--- src/rtl/pwm3_pkg.sv ---
package pwm3_pkg;

    localparam int NPH = 3;
    localparam int AW  = 3;

    typedef enum logic [AW-1:0] {
        A_HALF  = 3'd0,
        A_DEAD  = 3'd1,
        A_DUTY0 = 3'd2,
        A_DUTY1 = 3'd3,
        A_DUTY2 = 3'd4,
        A_MODE  = 3'd5
    } reg_addr_e;

    typedef enum logic {
        UPD_SINGLE = 1'b0,
        UPD_DOUBLE = 1'b1
    } upd_mode_e;

    typedef enum logic {
        HALF_FIRST  = 1'b0,
        HALF_SECOND = 1'b1
    } half_e;

    typedef enum logic [1:0] {
        TB_IDLE,
        TB_WARM,
        TB_RUN
    } tb_state_e;

endpackage

--- src/rtl/pwm3_regs.sv ---
module pwm3_regs
    import pwm3_pkg::*;
#(
    parameter int CW = 16
) (
    input  logic                    clk,
    input  logic                    rst,
    input  logic                    wr_en,
    input  logic [AW-1:0]           wr_addr,
    input  logic [CW-1:0]           wr_data,
    output logic [CW-1:0]           sh_period,
    output logic [CW-1:0]           sh_dead,
    output logic [NPH-1:0][CW-1:0]  sh_duty,
    output logic                    sh_mode,
    output logic                    armed,
    output logic                    p_wr
);

    logic [NPH:0] seen;

    assign p_wr  = wr_en && (wr_addr == A_HALF);
    assign armed = &seen;

    always_ff @(posedge clk) begin
        if (rst) begin
            sh_period <= '0;
            sh_dead   <= '0;
            sh_duty   <= '0;
            sh_mode   <= 1'b0;
            seen      <= '0;
        end else if (wr_en) begin
            case (reg_addr_e'(wr_addr))
                A_HALF: begin
                    sh_period <= wr_data;
                    seen[NPH] <= 1'b1;
                end
                A_DEAD:  sh_dead <= wr_data;
                A_DUTY0: begin
                    sh_duty[0] <= wr_data;
                    seen[0]    <= 1'b1;
                end
                A_DUTY1: begin
                    sh_duty[1] <= wr_data;
                    seen[1]    <= 1'b1;
                end
                A_DUTY2: begin
                    sh_duty[2] <= wr_data;
                    seen[2]    <= 1'b1;
                end
                A_MODE:  sh_mode <= wr_data[0];
                default: ;
            endcase
        end
    end

endmodule

--- src/rtl/pwm3_timebase.sv ---
module pwm3_timebase
    import pwm3_pkg::*;
#(
    parameter int CW = 16
) (
    input  logic          clk,
    input  logic          rst,
    input  logic          p_wr,
    input  logic [CW-1:0] p_wdata,
    input  logic [CW-1:0] sh_period,
    input  logic          sh_mode,
    input  logic          armed,
    output logic [CW-1:0] cnt,
    output half_e         half,
    output logic [CW-1:0] p_act,
    output logic          en_act,
    output logic          sync_o,
    output logic          load_o
);

    localparam int WW = CW + 2;

    tb_state_e  st;
    upd_mode_e  mode_act;
    logic [WW-1:0] warm;
    logic [WW-1:0] delay;
    logic       end_half;
    logic       start_evt;
    logic       mid_evt;

    // startup wait: P cycles in double mode, 3P in single mode
    assign delay     = sh_mode ? WW'(p_wdata) : (WW'(p_wdata) + (WW'(p_wdata) << 1));
    assign end_half  = (cnt == p_act - CW'(1));
    assign start_evt = ((st == TB_WARM) && (warm == '0)) ||
                       ((st == TB_RUN) && (half == HALF_SECOND) && end_half);
    assign mid_evt   = (st == TB_RUN) && (half == HALF_FIRST) && end_half;
    assign load_o    = start_evt || (mid_evt && (mode_act == UPD_DOUBLE));

    always_ff @(posedge clk) begin
        if (rst) begin
            st       <= TB_IDLE;
            warm     <= '0;
            cnt      <= '0;
            half     <= HALF_FIRST;
            p_act    <= '0;
            mode_act <= UPD_SINGLE;
            en_act   <= 1'b0;
            sync_o   <= 1'b0;
        end else begin
            sync_o <= start_evt;
            case (st)
                TB_IDLE: begin
                    if (p_wr) begin
                        st   <= TB_WARM;
                        warm <= delay - WW'(1);
                    end
                end
                TB_WARM: begin
                    if (warm == '0) st <= TB_RUN;
                    else            warm <= warm - WW'(1);
                end
                default: ;
            endcase

            if (start_evt) begin
                cnt      <= '0;
                half     <= HALF_FIRST;
                mode_act <= upd_mode_e'(sh_mode);
                en_act   <= armed;
            end else if (mid_evt) begin
                cnt  <= '0;
                half <= HALF_SECOND;
            end else if (st == TB_RUN) begin
                cnt <= cnt + CW'(1);
            end

            if (load_o) p_act <= sh_period;
        end
    end

endmodule

--- src/rtl/pwm3_phase.sv ---
module pwm3_phase
    import pwm3_pkg::*;
#(
    parameter int CW = 16
) (
    input  logic          clk,
    input  logic          rst,
    input  logic          load,
    input  logic [CW-1:0] sh_period,
    input  logic [CW-1:0] sh_dead,
    input  logic [CW-1:0] sh_duty,
    input  logic [CW-1:0] cnt,
    input  half_e         half,
    input  logic [CW-1:0] p_act,
    input  logic          en,
    output logic          pwm_h,
    output logic          pwm_l
);

    localparam int TW = CW + 1;
    localparam int XW = CW + 4;

    logic signed [XW-1:0] p_s, d_s, t_s, two_p, hi_raw, lo_raw;
    logic [TW-1:0] th, tl;
    logic [TW-1:0] th_c, th_f, tl_c, tl_f, p_w, c_w;

    function automatic logic [TW-1:0] clamp_w(input logic signed [XW-1:0] v,
                                              input logic signed [XW-1:0] hi);
        if (v < 0)       return '0;
        else if (v > hi) return hi[TW-1:0];
        else             return v[TW-1:0];
    endfunction

    assign p_s    = $signed({4'b0000, sh_period});
    assign t_s    = $signed({4'b0000, sh_dead});
    assign d_s    = $signed({{4{sh_duty[CW-1]}}, sh_duty});
    assign two_p  = p_s <<< 1;
    assign hi_raw = p_s - ((d_s + t_s) <<< 1);
    assign lo_raw = p_s + ((d_s - t_s) <<< 1);

    always_ff @(posedge clk) begin
        if (rst) begin
            th <= '0;
            tl <= '0;
        end else if (load) begin
            th <= clamp_w(hi_raw, two_p);
            tl <= clamp_w(lo_raw, two_p);
        end
    end

    assign th_f = th >> 1;
    assign th_c = (th + TW'(1)) >> 1;
    assign tl_f = tl >> 1;
    assign tl_c = (tl + TW'(1)) >> 1;
    assign p_w  = TW'(p_act);
    assign c_w  = TW'(cnt);

    always_comb begin
        if (!en) begin
            pwm_h = 1'b0;
            pwm_l = 1'b0;
        end else if (half == HALF_FIRST) begin
            pwm_l = c_w < tl_f;
            pwm_h = c_w >= (p_w - th_c);
        end else begin
            pwm_h = c_w < th_f;
            pwm_l = c_w >= (p_w - tl_c);
        end
    end

endmodule

--- src/rtl/pwm3_ctr.sv ---
module pwm3_ctr
    import pwm3_pkg::*;
#(
    parameter int CW = 16
) (
    input  logic           clk,
    input  logic           rst,
    input  logic           wr_en,
    input  logic [AW-1:0]  wr_addr,
    input  logic [CW-1:0]  wr_data,
    output logic [NPH-1:0] pwm_h,
    output logic [NPH-1:0] pwm_l,
    output logic           sync_pulse,
    output logic           half_status
);

    logic [CW-1:0]          sh_period, sh_dead, cnt, p_act;
    logic [NPH-1:0][CW-1:0] sh_duty;
    logic                   sh_mode, armed, p_wr, en_act, load;
    half_e                  half;

    pwm3_regs #(.CW(CW)) u_regs (
        .clk       (clk),
        .rst       (rst),
        .wr_en     (wr_en),
        .wr_addr   (wr_addr),
        .wr_data   (wr_data),
        .sh_period (sh_period),
        .sh_dead   (sh_dead),
        .sh_duty   (sh_duty),
        .sh_mode   (sh_mode),
        .armed     (armed),
        .p_wr      (p_wr)
    );

    pwm3_timebase #(.CW(CW)) u_tb (
        .clk       (clk),
        .rst       (rst),
        .p_wr      (p_wr),
        .p_wdata   (wr_data),
        .sh_period (sh_period),
        .sh_mode   (sh_mode),
        .armed     (armed),
        .cnt       (cnt),
        .half      (half),
        .p_act     (p_act),
        .en_act    (en_act),
        .sync_o    (sync_pulse),
        .load_o    (load)
    );

    generate
        for (genvar g = 0; g < NPH; g++) begin : g_ph
            pwm3_phase #(.CW(CW)) u_ph (
                .clk       (clk),
                .rst       (rst),
                .load      (load),
                .sh_period (sh_period),
                .sh_dead   (sh_dead),
                .sh_duty   (sh_duty[g]),
                .cnt       (cnt),
                .half      (half),
                .p_act     (p_act),
                .en        (en_act),
                .pwm_h     (pwm_h[g]),
                .pwm_l     (pwm_l[g])
            );
        end
    endgenerate

    assign half_status = (half == HALF_SECOND);

endmodule

--- config.mk ---
export PLATFORM = sky130hd
export DESIGN_NAME = pwm3_ctr
export DESIGN_NICKNAME = d
export VERILOG_FILES = /design/src/rtl/pwm3_pkg.sv /design/src/rtl/pwm3_regs.sv /design/src/rtl/pwm3_timebase.sv /design/src/rtl/pwm3_phase.sv /design/src/rtl/pwm3_ctr.sv
export SDC_FILE = /design/constraint.sdc
export NUM_CORES = 2
export LEC_CHECK = 0
export ABC_AREA = 1
export CORE_MARGIN = 10
export CORE_UTILIZATION = 65
export DETAILED_ROUTE_END_ITERATION = 10
export HOLD_SLACK_MARGIN = 0.05
export PLACE_DENSITY = 0.82
export SYNTH_ARGS = -nofsm -noshare
export SYNTH_HDL_FRONTEND = slang
export SYNTH_SLANG_ARGS = --single-unit
--- constraint.sdc ---
create_clock -name clk -period 13.29 [get_ports clk]
set_input_delay 1.9935 -clock clk [delete_from_list [all_inputs] [get_ports clk]]
set_output_delay 1.9935 -clock clk [all_outputs]
set_load 0.03 [all_outputs]
Word-level counts from Yosys, hierarchy flattened
Index checks and enable logic that the tools add are counted.
{"block": "word_totals", "regBits": 243, "in_bits": 22, "out_inout_bits": 8}
{"block": "op_classes", "addsub": 29, "n_lt_le_gt_ge": 24, "eq_ne": 11, "muxes": 31, "bitwise": 1, "reduce_logical": 24}
{"cell": "$mux W17", "n": 12}
{"cell": "$gt A20 B18 Y1", "n": 6}
{"cell": "$lt A20 B1 Y1 const B", "n": 6}
{"cell": "$add A17 B1 Y17 const B", "n": 6}
{"cell": "$ge A16 B17 Y1", "n": 6}
{"cell": "$sub A16 B16 Y17", "n": 6}
{"cell": "$lt A16 B16 Y1", "n": 6}
{"cell": "$add A16 B17 Y18", "n": 4}
{"cell": "$add A17 B19 Y20", "n": 3}
{"cell": "$sub A17 B19 Y20", "n": 3}
{"cell": "$mux W18", "n": 3}
{"cell": "$sub A16 B17 Y18", "n": 3}
{"cell": "$pmux W18 S2", "n": 1}
{"cell": "$sub A18 B1 Y18 const B", "n": 2}
{"cell": "$logic_not A18 Y1", "n": 1}
{"cell": "$add A16 B1 Y16 const B", "n": 1}
{"cell": "$eq A16 B16 Y1", "n": 1}
{"cell": "$sub A16 B1 Y16 const B", "n": 1}
{"cell": "$mux W1", "n": 12}
{"cell": "$reduce_and A2 Y1", "n": 6}
{"cell": "$logic_and A1 B1 Y1", "n": 7}
{"cell": "$eq A3 B2 Y1 const B", "n": 2}
{"cell": "$eq A3 B3 Y1 const B", "n": 2}
{"cell": "$ne A2 B2 Y1 const B", "n": 3}
{"cell": "other kinds (14)", "n": 17}

Logic depth before layout (Yosys ltp)
{"block": "depth", "depth_word": 5, "mapped_depth": 35, "depth_no_buf": 34}

Hierarchy
From an unflattened synthesis, not the netlist that was laid out.
{"block": "hier_totals", "cells_unflattened": 5404, "area_unflattened_um2": 35670.5}
{"mod": "pwm3_phase at g_ph[2].u_ph", "instances": 1, "cells_each": 1407, "area_each_um2": 9257.6, "seq_area_each_um2": 680.7}
{"mod": "pwm3_phase at g_ph[1].u_ph", "instances": 1, "cells_each": 1374, "area_each_um2": 9177.6, "seq_area_each_um2": 680.7}
{"mod": "pwm3_phase at g_ph[0].u_ph", "instances": 1, "cells_each": 1384, "area_each_um2": 9137.5, "seq_area_each_um2": 680.7}
{"mod": "pwm3_timebase", "instances": 1, "cells_each": 755, "area_each_um2": 4636.9, "seq_area_each_um2": 1121.1}
{"mod": "pwm3_regs", "instances": 1, "cells_each": 484, "area_each_um2": 3460.8, "seq_area_each_um2": 1701.6}

Least setup slack after synthesis
Ideal clock, no wire load.
{"block": "synth_path", "path_kind": "reg-to-output", "startpoint": "register g_ph[0].u_ph.tl[2]", "endpoint": "output pwm_l[0]", "arrival_time_ps": 3916, "path_slack_ps": 7380, "stages_incl_launch_ff": 27, "cell_sequence": "dfxtp_1 -> inv_1 -> nor3_1 -> nand3_1 -> nor2_1 -> inv_1 -> nor2_1 -> inv_1 -> nor3_1 -> and3_1 -> xor2_1 -> ha_1 -> nand2_1 -> nor3_1 -> nand3_1 -> o2111ai_1 -> a21o_1 -> a21oi_1 -> xor2_1 -> ha_1 -> nand4_1 -> nor3_1 -> nand4_1 -> o41ai_1 -> nand2_1 -> a21oi_1 -> buf_4"}
{"block": "synth_between", "elab_chain_len": 5}
{"item": "start: declaration", "line": "pwm3_phase.sv:24", "text": "logic [TW-1:0] th, tl;"}
{"item": "start signal: assignment", "line": "pwm3_phase.sv:47", "text": "tl <= clamp_w(lo_raw, two_p);"}
{"item": "$add A17 B1 Y17", "line": "pwm3_phase.sv:54", "text": "assign tl_c = (tl + TW'(1)) >> 1;"}
{"item": "$sub A16 B16 Y17", "line": "pwm3_phase.sv:67", "text": "pwm_l = c_w >= (p_w - tl_c);"}
{"item": "$ge A16 B17 Y1", "line": "pwm3_phase.sv:67"}
{"item": "$mux W1 (*)", "line": "pwm3_phase.sv:62", "text": "end else if (half == HALF_FIRST) begin"}
{"item": "$mux W1 (*)", "line": "pwm3_phase.sv:59", "text": "if (!en) begin"}
{"item": "end: declaration", "line": "pwm3_ctr.sv:12", "text": "output logic [NPH-1:0] pwm_l,"}
Mark *: on every way between the ends. The rest lies on a longest branch, timed or not.

Final worst setup path
{"block": "layout_path", "startpoint": "register u_tb.p_act[1]", "endpoint": "output pwm_h[0]"}
{"block": "layout_between", "elab_chain_len": 4}
{"item": "start: declaration", "line": "pwm3_timebase.sv:15", "text": "output logic [CW-1:0] p_act,"}
{"item": "start signal: assignment", "line": "pwm3_timebase.sv:77", "text": "if (load_o) p_act <= sh_period;"}
{"item": "$sub A16 B16 Y17", "line": "pwm3_phase.sv:64", "text": "pwm_h = c_w >= (p_w - th_c);"}
{"item": "$ge A16 B17 Y1", "line": "pwm3_phase.sv:64"}
{"item": "$mux W1", "line": "pwm3_phase.sv:62"}
{"item": "$mux W1", "line": "pwm3_phase.sv:59"}
{"item": "end: declaration", "line": "pwm3_ctr.sv:11", "text": "output logic [NPH-1:0] pwm_h,"}
Every way passes these cells.

==> run_results.csv <==
group,metric,value,unit
run_status,run_status,"finished, final reports clean",
cts,post_cts_resized,0,
timing,report.final.hold_viol_count,0,
drt,ant_nets,0,
timing,finalCritPeriodShare,58.9,%
global_route,grt_overflow,0,
pwr,p_leak,18.3,nW
cts,cts_max_path_buffers,3,
floorplan,ports_placed_on_the_boundary,30,
global_route,grt_pass1_vias,31900,
logic_synthesis,ys_ff_latch,243,
cts,postCtsSetupRepairBufs,0,
pwr,cellPowerDensity,96.8,nW/um^2
place,dpl.hpwl,86.7,mm
critical_path,worst_setup_path_start_kind,"flop",
place,placedInstanceArea,35400,um^2
drt,detail_route.drc_violations,0,
timing,setup_tns,0,ns
layout,final_design_area_no_fill,36400,um^2
logic_synthesis,postSynth.topFlopCell,"dfxtp_1",
floorplan,floorplan.initialDensity,65.9,%
critical_path,critical_path_class,"flop to primary output",
timing,fin_skew,0.00957,ns
logic_synthesis,syn-instance-count,5290,
cts,numClockSinks,243,
drt,wl_per_cell,18.9,um
cts,clock-root-buffer,"clkbuf_16",
timing,finalMaxSlewViolations,0,
floorplan,die_width,251,um
logic_synthesis,postSynthNetCount,5928,
cts,cts.hold.buffers_added,0,
drt,dr_total_vias,35800,
logic_synthesis,synth-edff-count,0,
logic_synthesis,synthDominantAreaCellType,"ha_1",
critical_path,worstPathArrival,5.83,ns
global_route,antenna_found_initial,1,
floorplan,die_area,63100,um^2
layout,layout-area-overhead-vs-synth,4.66,%
logic_synthesis,leading_cell_types_by_total_area_after_synthesis,"ha_1 (21%), dfxtp_1 (14%), nand2_1 (12%)",
logic_synthesis,synth-async-reset-ratio,0,%
global_route,grt_use_total,34.2,%
logic_synthesis,yosys_warnings,0,
logic_synthesis,synth_sequential_area_ratio,14.0,%
worst_hold_path,timing.hold.worst.class,"flop to flop",
cts,clkTransAtPathRegs,0.06,ns
floorplan,design.core.area,52800,um^2
drt,drt_iter0_drc,3877,
timing,setup_viols_final,0,
floorplan,die_height,251,um
timing,tightest_slew,1.19,ns
pwr,peakVddDrop,0.000102,V
cts,clock_latency,0.59,ns
cts,cts_tree,"built",
pwr,total_power,0.00352,W
timing,maxSlewHeadroom,20.1,%
logic_synthesis,post_synth_num_cell_types,60,
layout,fillers,4941,
place,gp_congestion,1.02,
job,cap_viol_max_count,0,
cts,cts_h_tree_depth,1,
floorplan,rows,84,
layout,final_cell_mix,"nand2_1 (1129), inv_1 (638), ha_1 (597), a21oi_1 (577), nor2_1 (426)",
layout,finalCoreUtilization,69.0,%
timing,min_period,7.83,ns
layout,num-nets-final,5890,
layout,ff_latch_area,4860,um^2
layout,fraction_of_final_layout_cells_with_drive_strength_greater_than_1,3.89,%
critical_path,worst_ep_required_time,11.30,ns
global_route,grt_first_pass_wirelength,175,mm
timing,clock.fmax,0.128,GHz
layout,multi_input_area,26600,um^2
cts,cts_inserted_buffers,30,
drt,finalWirelength,113,mm
place,port_buffers,29,
logic_synthesis,post-synth-top-area-fraction,21.5,%
drt,route.detailed.vias_per_inst,6.00,
logic_synthesis,postSynthAreaPerCell,6.57,um^2
logic_synthesis,syn_area,34800,um^2
global_route,largest_net_degree_at_the_start_of_global_routing,87,
drt,dr.pass1.iters,7,
critical_path,critPathMaxFanout,8,
layout,layout_commonest_cell,"nand2_1",
timing,grt_setup_unrepaired,"false",
critical_path,worst_setup_path_end_kind,"primary output",
==> Yosys cell counts, drive strengths merged, types with 18 or more instances <==
master	instances
a211oi	36
a21oi	599
a31oi	23
buf	77
clkbuf	54
dfxtp	243
fa	19
ha	597
inv	646
nand2	1142
nand3	370
nand3b	23
nand4	126
nor2	445
nor3	92
nor4	19
o211ai	18
o21ai	258
o21bai	33
xnor2	62
xor2	286
==> path summary, 6_finish.rpt <==
check                             to  cells past startpoint         startpoint  slack, ns
hold reg to reg           u_tb.st[0]                      2         u_tb.st[0]       0.47
hold / removal            u_tb.st[0]                      2         u_tb.st[0]       0.47
setup reg to reg  g_ph[2].u_ph.th[3]                     28  u_regs.sh_dead[1]       6.95
setup / recovery            pwm_h[0]                     21      u_tb.p_act[1]       5.46
==> sequential cells by signal, indices dropped and copies added (netlist names) <==
signal            cells
g_ph.u_ph.tl         51
u_tb.mode_act         1
u_tb.p_act           16
u_tb.warm            18
g_ph.u_ph.th         51
u_tb.st               2
u_regs.sh_duty       48
u_regs.seen           4
u_tb.cnt             16
u_tb.en_act           1
u_regs.sh_period     16
u_regs.sh_dead       16
u_tb.sync_o           1
u_tb.half             1
u_regs.sh_mode        1
==> worst max-delay path, cell delays in order, from the launching register on <==
cell             delay, ns
dfxtp_1               0.70
inv_1                 0.53
fa_1                  0.61
nor4_1                0.32
nor2_1                0.10
o21ai_0               0.36
a21oi_1               0.11
o21ai_0               0.29
a21oi_1               0.11
o21bai_1              0.20
xnor2_1               0.09
ha_1                  0.30
nand2_1               0.10
nor2_1                0.12
nor2_1                0.05
a31o_2                0.24
nand2_1               0.05
a21oi_1               0.05
nand2_1               0.06
a21oi_1               0.06
nor2_1                0.13
clkdlybuf4s50_1       0.67
==> layout make-up <==
cell class / instances / share of cell area [%]
Inverter: 660 / 6.81
Clock inverter: 17 / 0.540
Tap cell: 688 / 2.37
Multi-Input combinational cell: 4255 / 73.2
Sequential cell: 243 / 13.4
Timing Repair Buffer: 62 / 1.47
Antenna cell: 1 / 0.00688
Clock buffer: 36 / 2.24
==> logic make-up (layout without fill, tap and decap cells) <==
family          after synthesis  count (layout)  share of synthesized area (%)
simple gates               2240            2240                           28.3
compound gates             1051            1051                           16.9
buf+inv                     792             775                           9.40
fa+ha+maj                   616             616                           22.6
xor+xnor                    348             348                           8.77
flops                       243             243                           14.0
other cells                   0               1                              0
==> where the power goes <==
group | switching, W | total, W | internal, W | leakage, nW
Combinational | 0.00121 | 0.00189 | 0.000680 | 15.8
Sequential | 0.0000337 | 0.000779 | 0.000745 | 1.97
Clock | 0.000357 | 0.000854 | 0.000497 | 0.485
==> routing by layer <==
layer	vias to the layer above	part of all wire [%]	GRT usage (%)	wire [um]
met3	314	9.1	3.83	10200
li1	17700	-	-	-
met4	0	5.0	14.5	5570
met1	16000	43	46.4	48600
met2	1688	43	54.0	48100
met5	-	0	0	0
==> through the flow <==
step                      cells  hold WS [ns]  worst slack (ns)
after floorplan            5290         0.435              7.38
after global placement     5908         0.446              6.18
after detailed placement   5908         0.452              6.12
after CTS                  5961         0.464              5.47
after global routing       5961         0.479              5.11
final                      5962         0.465              5.46
Power figures use the tool's default switching activity.
